File: config.mk
export PLATFORM = sky130hd
export DESIGN_NAME = costas_demod
export DESIGN_NICKNAME = d
export VERILOG_FILES = /design/src/rtl/costas_pkg.sv /design/src/rtl/costas_nco.sv /design/src/rtl/costas_arms.sv /design/src/rtl/costas_loop_filter.sv /design/src/rtl/costas_demod.sv
export SDC_FILE = /design/constraint.sdc
export NUM_CORES = 1
export LEC_CHECK = 0
export BUFFER_PORTS_ARGS = -buffer_cell sky130_fd_sc_hd__buf_2
export CAP_MARGIN = 15
export CORE_MARGIN = 2
export CORE_UTILIZATION = 45
export DETAILED_ROUTE_END_ITERATION = 8
export GPL_ROUTABILITY_DRIVEN = 0
export GPL_TIMING_DRIVEN = 0
export PLACE_DENSITY = 0.72
export SYNTH_ARGS = -nofsm -noshare
export SYNTH_HDL_FRONTEND = slang
export SYNTH_SLANG_ARGS = --single-unit
File: constraint.sdc
create_clock -name clk -period 9.4 [get_ports clk]
set_input_delay 0 -clock clk [delete_from_list [all_inputs] [get_ports clk]]
set_output_delay 0 -clock clk [all_outputs]
set_load 0.005 [all_outputs]
File: src/rtl/costas_pkg.sv
// Shared types and helpers for the Costas carrier demodulator.
// Assumes four samples per carrier cycle, so quadrant indices fully describe the references.
package costas_pkg;

    // Quadrant of the regenerated carrier: top two bits of the phase accumulator.
    typedef logic [1:0] quad_t;

    // True when the arm with selector 'arm' (0 = in-phase, 1 = quadrature) has a nonzero reference.
    function automatic logic ref_active(input quad_t q, input logic arm);
        return q[0] == arm;
    endfunction

    // True when the nonzero reference in this quadrant is negative.
    function automatic logic ref_negative(input quad_t q);
        return q[1];
    endfunction

endpackage

File: src/rtl/costas_nco.sv
// Phase accumulator that advances once per sample strobe by a quarter cycle plus a signed correction.
// Assumes CORR_W < PHASE_W and that the correction magnitude stays well below a quarter cycle.
module costas_nco
    import costas_pkg::*;
#(
    parameter int PHASE_W = 16,
    parameter int CORR_W  = 13
) (
    input  logic                     clk,
    input  logic                     rst_n,
    input  logic                     step_en,
    input  logic signed [CORR_W-1:0] corr,
    output quad_t                    quad,
    output logic                     carrier
);
    localparam logic [PHASE_W-1:0] QUARTER = PHASE_W'(1) << (PHASE_W - 2);
    localparam logic [PHASE_W-1:0] MID_Q0  = PHASE_W'(1) << (PHASE_W - 3);

    logic [PHASE_W-1:0] phase;
    logic [PHASE_W-1:0] corr_ext;

    // Sign-extend the correction to the accumulator width.
    always_comb corr_ext = {{(PHASE_W - CORR_W){corr[CORR_W-1]}}, corr};

    // Advance the phase on each strobe; restart in mid quadrant 0.
    always_ff @(posedge clk) begin
        if (!rst_n)       phase <= MID_Q0;
        else if (step_en) phase <= phase + QUARTER + corr_ext;
    end

    // Quadrant and square-wave carrier come from the top phase bits.
    always_comb begin
        quad    = phase[PHASE_W-1 -: 2];
        carrier = ~phase[PHASE_W-1];
    end
endmodule

File: src/rtl/costas_arms.sv
// In-phase and quadrature arms: sign-select mixing, four-strobe window sum, first-order low-pass.
// Assumes win_end is only high together with step_en.
module costas_arms
    import costas_pkg::*;
#(
    parameter int SOFT_W    = 8,
    parameter int GAIN_SH   = 5,
    parameter int LPF_SHIFT = 2
) (
    input  logic                   clk,
    input  logic                   rst_n,
    input  logic                   step_en,
    input  logic                   win_end,
    input  logic                   din,
    input  quad_t                  quad,
    output logic [1:0][SOFT_W-1:0] lpf_out
);
    localparam int ACC_W  = 4;
    localparam int BASE_W = (ACC_W + GAIN_SH > SOFT_W) ? (ACC_W + GAIN_SH) : SOFT_W;
    localparam int WIDE_W = BASE_W + 2;
    localparam logic signed [WIDE_W-1:0] SMAX = WIDE_W'((1 << (SOFT_W - 1)) - 1);
    localparam logic signed [ACC_W-1:0]  ONE  = ACC_W'(1);

    for (genvar a = 0; a < 2; a++) begin : g_arm
        localparam logic SEL = 1'(a);

        logic signed [ACC_W-1:0]  contrib, acc, acc_nxt;
        logic signed [WIDE_W-1:0] scaled, target, y_ext, diff, y_new;
        logic signed [SOFT_W-1:0] y;

        // Mixer: +1/-1 sample times the +1/0/-1 reference reduces to a sign pick.
        always_comb begin
            if (!ref_active(quad, SEL))              contrib = '0;
            else if (din ^ ref_negative(quad))       contrib = ONE;
            else                                     contrib = -ONE;
            acc_nxt = acc + contrib;
        end

        // Window accumulator, restarted after each fourth strobe.
        always_ff @(posedge clk) begin
            if (!rst_n)       acc <= '0;
            else if (step_en) acc <= win_end ? '0 : acc_nxt;
        end

        // Scale the window sum, saturate it, and compute the low-pass step.
        always_comb begin
            scaled = {{(WIDE_W - ACC_W){acc_nxt[ACC_W-1]}}, acc_nxt} <<< GAIN_SH;
            if (scaled > SMAX)       target = SMAX;
            else if (scaled < -SMAX) target = -SMAX;
            else                     target = scaled;
            y_ext = {{(WIDE_W - SOFT_W){y[SOFT_W-1]}}, y};
            diff  = target - y_ext;
            y_new = y_ext + (diff >>> LPF_SHIFT);
        end

        // Filter state updates once per window.
        always_ff @(posedge clk) begin
            if (!rst_n)                  y <= '0;
            else if (step_en && win_end) y <= y_new[SOFT_W-1:0];
        end

        assign lpf_out[a] = y;
    end
endmodule

File: src/rtl/costas_loop_filter.sv
// Costas phase detector and proportional-integral loop filter producing a bounded phase correction.
// Assumes CORR_W >= SOFT_W + 1 and CORR_MAX < 2**(CORR_W-1).
module costas_loop_filter #(
    parameter int SOFT_W   = 8,
    parameter int KP_SHIFT = 2,
    parameter int KI_SHIFT = 3,
    parameter int CORR_MAX = 2048,
    parameter int CORR_W   = 13
) (
    input  logic                     clk,
    input  logic                     rst_n,
    input  logic                     upd,
    input  logic signed [SOFT_W-1:0] i_lpf,
    input  logic signed [SOFT_W-1:0] q_lpf,
    output logic signed [CORR_W-1:0] corr
);
    localparam int SUM_W = CORR_W + 1;
    localparam logic signed [SUM_W-1:0] LIM = SUM_W'(CORR_MAX);

    logic signed [SOFT_W:0]   q_ext, err, err_p, err_i;
    logic signed [SUM_W-1:0]  p_ext, i_ext, integ_sum, corr_sum;
    logic signed [CORR_W-1:0] integ, integ_nxt, corr_nxt;

    // Clamp a wide value into the correction range.
    function automatic logic signed [CORR_W-1:0] sat(input logic signed [SUM_W-1:0] v);
        if (v > LIM)       return LIM[CORR_W-1:0];
        else if (v < -LIM) return (-LIM) >>> 0;
        else               return v[CORR_W-1:0];
    endfunction

    // Phase error (Q times sign of I) and the PI arithmetic.
    always_comb begin
        q_ext     = {q_lpf[SOFT_W-1], q_lpf};
        err       = i_lpf[SOFT_W-1] ? -q_ext : q_ext;
        err_p     = err >>> KP_SHIFT;
        err_i     = err >>> KI_SHIFT;
        p_ext     = {{(SUM_W - SOFT_W - 1){err_p[SOFT_W]}}, err_p};
        i_ext     = {{(SUM_W - SOFT_W - 1){err_i[SOFT_W]}}, err_i};
        integ_sum = {integ[CORR_W-1], integ} + i_ext;
        integ_nxt = sat(integ_sum);
        corr_sum  = {integ_nxt[CORR_W-1], integ_nxt} + p_ext;
        corr_nxt  = sat(corr_sum);
    end

    // Integrator and correction register, updated once per window.
    always_ff @(posedge clk) begin
        if (!rst_n) begin
            integ <= '0;
            corr  <= '0;
        end else if (upd) begin
            integ <= integ_nxt;
            corr  <= corr_nxt;
        end
    end
endmodule

File: src/rtl/costas_demod.sv
// Top of the Costas carrier demodulator: strobe window counter, NCO, arms and loop filter.
// Assumes samp_en pulses four times per carrier cycle and slice_in is valid when samp_en is high.
module costas_demod
    import costas_pkg::*;
#(
    parameter int PHASE_W   = 16,
    parameter int SOFT_W    = 8,
    parameter int GAIN_SH   = 5,
    parameter int LPF_SHIFT = 2,
    parameter int KP_SHIFT  = 2,
    parameter int KI_SHIFT  = 3,
    parameter int CORR_MAX  = 2048
) (
    input  logic                     clk,
    input  logic                     rst_n,
    input  logic                     samp_en,
    input  logic                     slice_in,
    output logic signed [SOFT_W-1:0] soft_i,
    output logic                     soft_valid,
    output logic                     carrier_out
);
    localparam int CORR_W = $clog2(CORR_MAX) + 2;

    logic [1:0]               win_cnt;
    logic                     win_end;
    quad_t                    quad;
    logic [1:0][SOFT_W-1:0]   arm_lpf;
    logic signed [SOFT_W-1:0] i_lpf, q_lpf;
    logic signed [CORR_W-1:0] corr;

    // The fourth strobe of each window closes it.
    always_comb win_end = samp_en && (win_cnt == 2'd3);

    // Count strobes within the window and raise the output strobe after each window.
    always_ff @(posedge clk) begin
        if (!rst_n) begin
            win_cnt    <= '0;
            soft_valid <= 1'b0;
        end else begin
            if (samp_en) win_cnt <= win_cnt + 2'd1;
            soft_valid <= win_end;
        end
    end

    costas_nco #(.PHASE_W(PHASE_W), .CORR_W(CORR_W)) nco_i (
        .clk(clk), .rst_n(rst_n), .step_en(samp_en), .corr(corr),
        .quad(quad), .carrier(carrier_out)
    );

    costas_arms #(.SOFT_W(SOFT_W), .GAIN_SH(GAIN_SH), .LPF_SHIFT(LPF_SHIFT)) arms_i (
        .clk(clk), .rst_n(rst_n), .step_en(samp_en), .win_end(win_end),
        .din(slice_in), .quad(quad), .lpf_out(arm_lpf)
    );

    // Split the packed arm outputs into signed values.
    always_comb begin
        i_lpf = arm_lpf[0];
        q_lpf = arm_lpf[1];
    end

    costas_loop_filter #(.SOFT_W(SOFT_W), .KP_SHIFT(KP_SHIFT), .KI_SHIFT(KI_SHIFT),
                         .CORR_MAX(CORR_MAX), .CORR_W(CORR_W)) loop_i (
        .clk(clk), .rst_n(rst_n), .upd(win_end), .i_lpf(i_lpf), .q_lpf(q_lpf), .corr(corr)
    );

    assign soft_i = i_lpf;
endmodule

==> flow_metrics.tcl, run 1 <==
set metrics [dict create \
    die-area_sq_um 14790 \
    ys_warn_count 0 \
    max-cap-violations 0 \
    yosysSeqAreaShare 0.2219 \
    dr.first_iter.drc_count 292 \
    synth_nets 841 \
    slew_violations 0 \
    cp_max_fo 10 \
    vdd_drop_max_uv 88.11 \
    power_density_nw_per_um2 155.8 \
    fin_setup_tns_ns 0 \
    cts_resized 0 \
    fin_crit_sh 0.8035 \
    cts_sinks 69 \
    multiInputGateArea_sq_um 4528 \
    critical_path_arrival_ns 7.84 \
    core_area_sq_um 13400 \
    min_period_ns 7.553 \
    netlist-cell-type-count 63 \
    grt_overflow 0 \
    hold_start "samp_en" \
    p_leak_nw 3.211 \
    numCtsBuffers 9 \
    synthFlopType "dfxtp_1" \
    synth_top_cells_by_area "dfxtp_1 (22%), ha_1 (19%), xnor2_1 (5.5%), a21oi_1 (3.6%), o21ai_0 (3.6%)" \
    cts_tree "yes" \
    drive_gt1_frac 0.06658 \
    utilization 0.5098 \
    final_cell_count_no_fill 942 \
    hold_buffers 0 \
    route.detailed.drc 0 \
    root_buffer "clkbuf_16" \
    final_nets 865 \
    total_power_mw 1.064 \
    grt_pass1_wl_um 23530 \
    grt_max_degree 13 \
    dpl_cell_area_sq_um 6520 \
    final-seq-area_sq_um 1381 \
    outcome "complete, no violations" \
    worstHoldPathType "in2reg" \
    post_cts_buffers 0 \
    dp_cells 926 \
    synth_seq_cells 69 \
    htreeDepth 3 \
    syn_avg_cell_area_sq_um 8.446 \
    antenna_found_initial 0 \
    syn_to_final_growth_pct 9.749 \
    drt_first_pass_iters 7 \
    cp-startpoint "arms_i.g_arm[1].y[0]" \
    async_reset_ff_frac 0 \
    start_util 0.4645 \
    slowest_delay_ns 0.61 \
    syn_area_sq_um 6225 \
    synth_edf_count 0 \
    place_hpwl_um 10440 \
    timing.hold.worst_path_depth 4 \
    fin_skew_ns 0.005620 \
    clock_path_buffers 2 \
    fp-row-count 42 \
    setup_viol 0 \
    rr_worst_depth 26 \
    cp_num_cells 26 \
    synth_common_cells "ha_1 (93), dfxtp_1 (69), inv_1 (46), a21oi_1 (45), o21ai_0 (45)" \
    grt_pass1_vias 5052 \
    wl_um 13460 \
    clk_latency_ns 0.34 \
    postRouteAntennaNets 0 \
    finalHoldViolCount 0 \
    rsz0062_at_grt "no" \
    die_y_um 121.6 \
    path_clk_slew_ns 0.06 \
    vias 5159 \
    slew_headroom 0.4805 \
    r2r_start "arms_i.g_arm[1].y[0]" \
    die_w_um 121.6 \
    grt_usage 0.1973 \
    fin_area_sq_um 6832 \
    cp_num_buf_inv 2 \
    cp.required_ns 9.69 \
    crit_path_end_kind "flip-flop" \
    worst_slew_pin_slew_ns 0.7792 \
    fmax_ghz 0.1324 \
    portBuffers 12 \
    start_kind "flip-flop" \
    criticalPathCategory "reg2reg" \
    fillers 1299 \
    diodes 0 \
    syn_inst 737 \
    crit_slowest_cell "or4_1" \
    synthDominantCellAreaShare 0.2219 \
    cp_top_family "compound AO/OA/AOI/OAI gates" \
    drt-wirelength-per-cell_um 14.29 \
    yosysTopAreaCell "dfxtp_1" \
    ios 14 \
    vias_per_cell 5.477 \
    synth_most_common_cell "ha_1" \
]
==> power by group <==
group / internal, mW / switching (mW) / leakage (nW)
sequential: 0.300 / 0.00692 / 0.558
clock: 0.220 / 0.139 / 0.148
combinational: 0.178 / 0.221 / 2.51
==> cells by family (layout without fill, tap and decap cells) <==
family	count (synthesis)	after routing	synth area share
AND/OR/NAND/NOR	210	210	0.1767
AO/OA/AOI/OAI	204	204	0.2239
adder cells (fa/ha/maj)	100	100	0.2094
buffers and inverters	74	103	0.05126
flip-flops	69	69	0.2219
XOR/XNOR	60	60	0.08442
multiplexers	20	20	0.03236
==> worst min-delay path: stages <==
cell and delay [ns]:
clkbuf_1 0.15, and3_1 0.19, xnor2_1 0.13, nor2b_1 0.04
==> final cells by class <==
class                           instances  share of cell area
Buffer                                 28             0.02143
Clock inverter                          5            0.008608
Sequential cell                        69              0.2022
Inverter                               46             0.02527
Clock buffer                           11             0.03700
Tap cell                              176             0.03223
Timing Repair Buffer                   13             0.01044
Multi-Input combinational cell        594              0.6628
==> path summary, 6_finish.rpt <==
kind / endpoint / slack [ns]
max: loop_i.corr[7] / 1.85
min: nco_i.phase[15] / 0.21
max reg2reg: loop_i.corr[7] / 1.85
min reg2reg: loop_i.integ[10] / 0.47
==> registers in the layout (all words and copies together), names as in the netlist <==
signal / count
arms_i.g_arm.y: 16
nco_i.phase: 16
loop_i.corr: 13
loop_i.integ: 13
arms_i.g_arm.acc: 8
win_cnt: 2
soft_valid: 1
==> routing by layer <==
layer	global-route usage	routed length, um	part of all wire	up-vias
met1	0.2647	6864	0.51	2401
met5	0	0	0	-
met4	0.06537	177	0.013	0
met3	0.02903	251	0.019	13
met2	0.3262	6163	0.46	41
li1	-	-	-	2704
==> cell usage in the layout, fill, tap and decap left out, types with 13 or more instances in the layout <==
| cell | count |
|---|---|
| a21oi_1 | 45 |
| ha_1 | 93 |
| clkbuf_1 | 18 |
| nor3_1 | 16 |
| mux2i_1 | 18 |
| inv_1 | 46 |
| dfxtp_1 | 69 |
| nor2b_1 | 32 |
| o21ai_0 | 45 |
| xnor2_1 | 39 |
| nand2_1 | 43 |
| a21o_1 | 13 |
| nor2_1 | 36 |
| xor2_1 | 21 |
| and2_1 | 28 |
==> through the flow <==
step | hold slack [ns] | setup WS (ns)
3_3_place_gp | 0.3901 | 1.823
4_1_cts | 0.2108 | 1.903
2_1_floorplan | 0.2842 | 2.761
5_1_grt | 0.2590 | 1.410
3_5_place_dp | 0.3891 | 1.943
6_report | 0.2090 | 1.847
No activity file was read; power rests on OpenSTA's default activity.
==> run 2, diff against run 1 <==
Settings changed: PLACE_DENSITY 0.72 to 0.74.
Clock period 9.4 ns to 6.9 ns, I/O delays scaled along.
==> flow_metrics.tcl, run 2 (synthesis gave the netlist of run 1 again) <==
set metrics [dict create \
    p_leak_nw 3.292 \
    cp.required_ns 7.14 \
    criticalPathCategory "reg2reg" \
    drive_gt1_frac 0.1068 \
    slew_violations 0 \
    dpl_cell_area_sq_um 6520 \
    r2r_start "arms_i.g_arm[1].y[1]" \
    crit_slowest_cell "or4_4" \
    endpoint "loop_i.corr[6]" \
    power_density_nw_per_um2 204.6 \
    outcome "complete, no violations" \
    route.detailed.drc 0 \
    cts_sinks 69 \
    fp-row-count 42 \
    cpMostUsedCell "o21a_1" \
    antenna_found_initial 0 \
    postRouteAntennaNets 0 \
    min_period_ns 6.739 \
    vdd_drop_max_uv 116.5 \
    htreeDepth 3 \
    final_nets 876 \
    drt-wirelength-per-cell_um 14.07 \
    fin_area_sq_um 7071 \
    die_y_um 121.6 \
    fmax_ghz 0.1484 \
    cp_top_family "compound AO/OA/AOI/OAI gates" \
    syn_to_final_growth_pct 13.59 \
    layout_commonest_cell "ha_1" \
    pre_cts_slack_ns -0.5484 \
    cp-startpoint "arms_i.g_arm[1].y[1]" \
    core_area_sq_um 13400 \
    clock_path_buffers 2 \
    largestRegisters "arms_i.g_arm.y (16), nco_i.phase (16)" \
    wl_um 13410 \
    hold_ws_ns 0.2045 \
    ios 14 \
    rr_worst_depth 26 \
    setup_viol 0 \
    die_w_um 121.6 \
    start_util 0.4645 \
    cp_max_fo 7 \
    grt_max_degree 14 \
    worst_slew_pin_slew_ns 0.7978 \
    vias_per_cell 5.512 \
    finalHoldViolCount 0 \
    max-cap-violations 0 \
    hold_buffers 0 \
    critical_path_arrival_ns 6.98 \
    slowest_delay_ns 0.58 \
    crit_path_end_kind "flip-flop" \
    grt_overflow 0 \
    fin_crit_sh 0.9767 \
    fin_skew_ns 0.005556 \
    diodes 0 \
    drt_first_pass_iters 4 \
    grt_usage 0.1912 \
    vias 5253 \
    die-area_sq_um 14790 \
    grt_pass1_vias 4884 \
    dr.first_iter.drc_count 270 \
    portBuffers 12 \
    clk_latency_ns 0.35 \
    final_cell_mix "ha_1 (89), dfxtp_1 (67), inv_1 (46)" \
    numCtsBuffers 9 \
    path_clk_slew_ns 0.06 \
    utilization 0.5276 \
    cp_num_buf_inv 3 \
    start_kind "flip-flop" \
    grt_pass1_wl_um 22770 \
    cts_tree "yes" \
    place_hpwl_um 10100 \
    slew_headroom 0.4681 \
    worstHoldPathType "in2reg" \
    setup_slack_ns 0.1610 \
    rr_endpoint "loop_i.corr[6]" \
    cp_num_cells 26 \
    r2r_slack_ns 0.16 \
    root_buffer "clkbuf_16" \
]
-- run 2: cell types whose count changed in the layout (fill, tap and decap cells not counted), moves of 2 or more --
cell / previous run / this run
buf_4: 9 / 19
ha_1: 93 / 89
ha_4: 0 / 3
dfxtp_1: 69 / 67
o21ai_0: 45 / 43
-- run 2: through the flow --
step                      TNS, ns  std cells  power, mW
after floorplan                 0        737     0.8699
after global placement     -7.227        925     0.9497
after detailed placement   -5.848        926     0.9613
after CTS                       0        943      1.452
after global routing      -0.8588        953      1.558
final                           0        953      1.447
-- run 2: worst min path at each step --
stage / from / to / slack [ns] / depth (start not counted)
2_1_floorplan: soft_valid / soft_valid / 0.28 / 0
3_3_place_gp: soft_valid / soft_valid / 0.39 / 1
3_5_place_dp: soft_valid / soft_valid / 0.40 / 1
4_1_cts: samp_en / nco_i.phase[15] / 0.21 / 4
5_1_grt: samp_en / nco_i.phase[15] / 0.22 / 4
6_report: samp_en / nco_i.phase[15] / 0.20 / 4
-- run 2: repair_timing --
action	in CTS	in global routing
buffers inserted	1	10
hold endpoints to repair	0	0
resized for setup	9	22
pin swaps	2	16
endpoints found under the setup margin	12	12
-- run 2: layer usage --
| metal | global-route usage | vias to the layer above | wire, um |
|---|---|---|---|
| li1 | - | 2716 | - |
| met1 | 0.2514 | 2472 | 6504 |
| met2 | 0.3125 | 49 | 6371 |
| met3 | 0.04448 | 16 | 366 |
| met4 | 0.05819 | 0 | 170 |
| met5 | 0 | - | 0 |
-- run 2: worst min-delay path, delay by kind of cell --
| kind | cells | cell delay [ns] |
|---|---|---|
| AND/OR/NAND/NOR | 2 | 0.23 |
| XOR/XNOR | 1 | 0.12 |
| buffers and inverters | 1 | 0.16 |
-- run 2: final cells by class --
cell class / count / area (sq um)
inverters: 46 / 172.7
clock inverters: 6 / 71.32
well taps: 176 / 220.2
multi-input cells: 594 / 4676
clock buffers: 10 / 239.0
plain buffers: 28 / 151.4
repair buffers: 24 / 153.9
fillers: 1284 / 6330
flip-flops and latches: 69 / 1386
-- run 2: power breakdown --
group / internal, mW / switching [mW] / total (mW)
logic: 0.247 / 0.299 / 0.546
clock network: 0.292 / 0.190 / 0.482
registers: 0.409 / 0.0100 / 0.419
==> run 3, diff against run 2 <==
Settings changed: CORE_UTILIZATION 45 to 58, CTS_CLUSTER_SIZE from default to 10, PLACE_DENSITY 0.74 to 0.89.
==> flow_metrics.tcl, run 3 (synthesis gave the netlist of run 1 again) <==
set metrics [dict create \
    outcome "complete, no violations" \
    slew_headroom 0.4878 \
    die_w_um 107.6 \
    min_period_ns 6.707 \
    worstHoldPathType "in2reg" \
    vdd_drop_max_uv 133.1 \
    dp_cells 885 \
    hold_buffers 0 \
    final_cell_mix "ha_1 (92), dfxtp_1 (67), inv_1 (46)" \
    dpl_cell_area_sq_um 6459 \
    vias_per_cell 6.208 \
    clock_path_buffers 2 \
    max-cap-violations 0 \
    path_clk_slew_ns 0.08 \
    grt_max_degree 17 \
    cpMostUsedCell "ha_1" \
    numCtsBuffers 9 \
    drt-wirelength-per-cell_um 16.80 \
    grt_pass1_vias 5625 \
    syn_to_final_growth_pct 9.729 \
    p_leak_nw 3.230 \
    crit_path_end_kind "flip-flop" \
    final_nets 870 \
    r2r_start "arms_i.g_arm[1].y[0]" \
    fin_area_sq_um 6830 \
    fp-row-count 37 \
    postRouteAntennaNets 0 \
    final-seq-area_sq_um 1384 \
    drive_gt1_frac 0.09079 \
    die-area_sq_um 11580 \
    crit_slowest_cell "or4_4" \
    power_density_nw_per_um2 200.9 \
    drt_first_pass_iters 6 \
    start_kind "flip-flop" \
    cts_tree "yes" \
    route.detailed.drc 0 \
    place_hpwl_um 11120 \
    ios 14 \
    cp_max_fo 7 \
    core_area_sq_um 10370 \
    fillers 782 \
    total_power_mw 1.372 \
    vias 5631 \
    finalHoldViolCount 0 \
    multiInputGateArea_sq_um 4629 \
    setup_viol 0 \
    die_y_um 107.6 \
    cp.required_ns 7.16 \
    worst_slew_pin_slew_ns 0.7683 \
    fmax_ghz 0.1491 \
    cp_top_family "compound AO/OA/AOI/OAI gates" \
    grt_overflow 0 \
    largestRegisters "arms_i.g_arm.y (16), nco_i.phase (16)" \
    final_cell_count_no_fill 907 \
    start_util 0.6003 \
    diodes 0 \
    cp_num_buf_inv 3 \
    wl_um 15240 \
    cp-startpoint "arms_i.g_arm[1].y[0]" \
    layout_commonest_cell "ha_1" \
    fin_skew_ns 0.008151 \
    critical_path_arrival_ns 6.97 \
    fin_setup_tns_ns 0 \
    portBuffers 12 \
    htreeDepth 3 \
    utilization 0.6587 \
    fin_crit_sh 0.9721 \
    cts_sinks 69 \
    slowest_delay_ns 0.59 \
    grt_usage 0.2666 \
    dr.first_iter.drc_count 347 \
    clk_latency_ns 0.37 \
    criticalPathCategory "reg2reg" \
    antenna_found_initial 0 \
    root_buffer "clkbuf_8" \
    grt_pass1_wl_um 24920 \
    hold_start "rst_n" \
    slew_violations 0 \
]
==> run 3: cell count changes in the layout (fill, tap and decap cells not counted), sizes merged <==
cell and delta:
clkinv -1, inv -1, bufinv +1, buf -6, clkbuf +3, clkinvlp -2
==> run 3: final cells by class <==
cell class / count / area share
tap: 136 / 0.02491
sequential: 69 / 0.2026
clock inverter: 3 / 0.01008
clock buffer: 13 / 0.02180
multi-input combinational: 594 / 0.6778
buffer: 28 / 0.02217
timing repair buffer: 18 / 0.01539
inverter: 46 / 0.02528
==> run 3: worst reg2reg max path: cells and delay by family, from the launching register on <==
family	cells	cell delay, ns
flops	1	0.37
fa+ha+maj	3	0.85
xor+xnor	1	0.19
compound gates	13	3.35
simple gates	6	1.45
buf+inv	3	0.38
==> run 3: routing by layer <==
layer / vias to the layer above / global-route usage / wire, um / part of all wire
met5: - / 0 / 0 / 0
met4: 0 / 0.1511 / 697 / 0.046
met3: 60 / 0.03390 / 631 / 0.041
met2: 191 / 0.4937 / 7652 / 0.50
met1: 2667 / 0.2896 / 6256 / 0.41
li1: 2713 / - / - / -
==> run 3: path summary, 6_finish.rpt <==
check               endpoint  slack [ns]  cells after the start
min           loop_i.corr[3]        0.19                      3
max reg2reg   loop_i.corr[4]        0.19                     26
min reg2reg  loop_i.integ[7]        0.48                      1
max           loop_i.corr[4]        0.19                     26
==> run 3: metrics by stage <==
step                      setup slack, ns  hold WS, ns
after global routing             -0.02415       0.2387
after detailed placement          -0.4803       0.3771
final                              0.1928       0.1922
after floorplan                    0.2614       0.2842
after global placement            -0.5255       0.3770
after CTS                        0.005731       0.1849
==> run 3: power by group <==
| part | internal, mW | switching, mW |
|---|---|---|
| logic | 0.248 | 0.324 |
| clock network | 0.215 | 0.167 |
| registers | 0.408 | 0.00981 |
==> run 3: what timing repair did <==
item,in CTS,in global routing
pin swaps,4,9
endpoints found under the setup margin,12,12
hold endpoints to repair,0,0
gates resized for setup,8,16
setup buffers,2,4
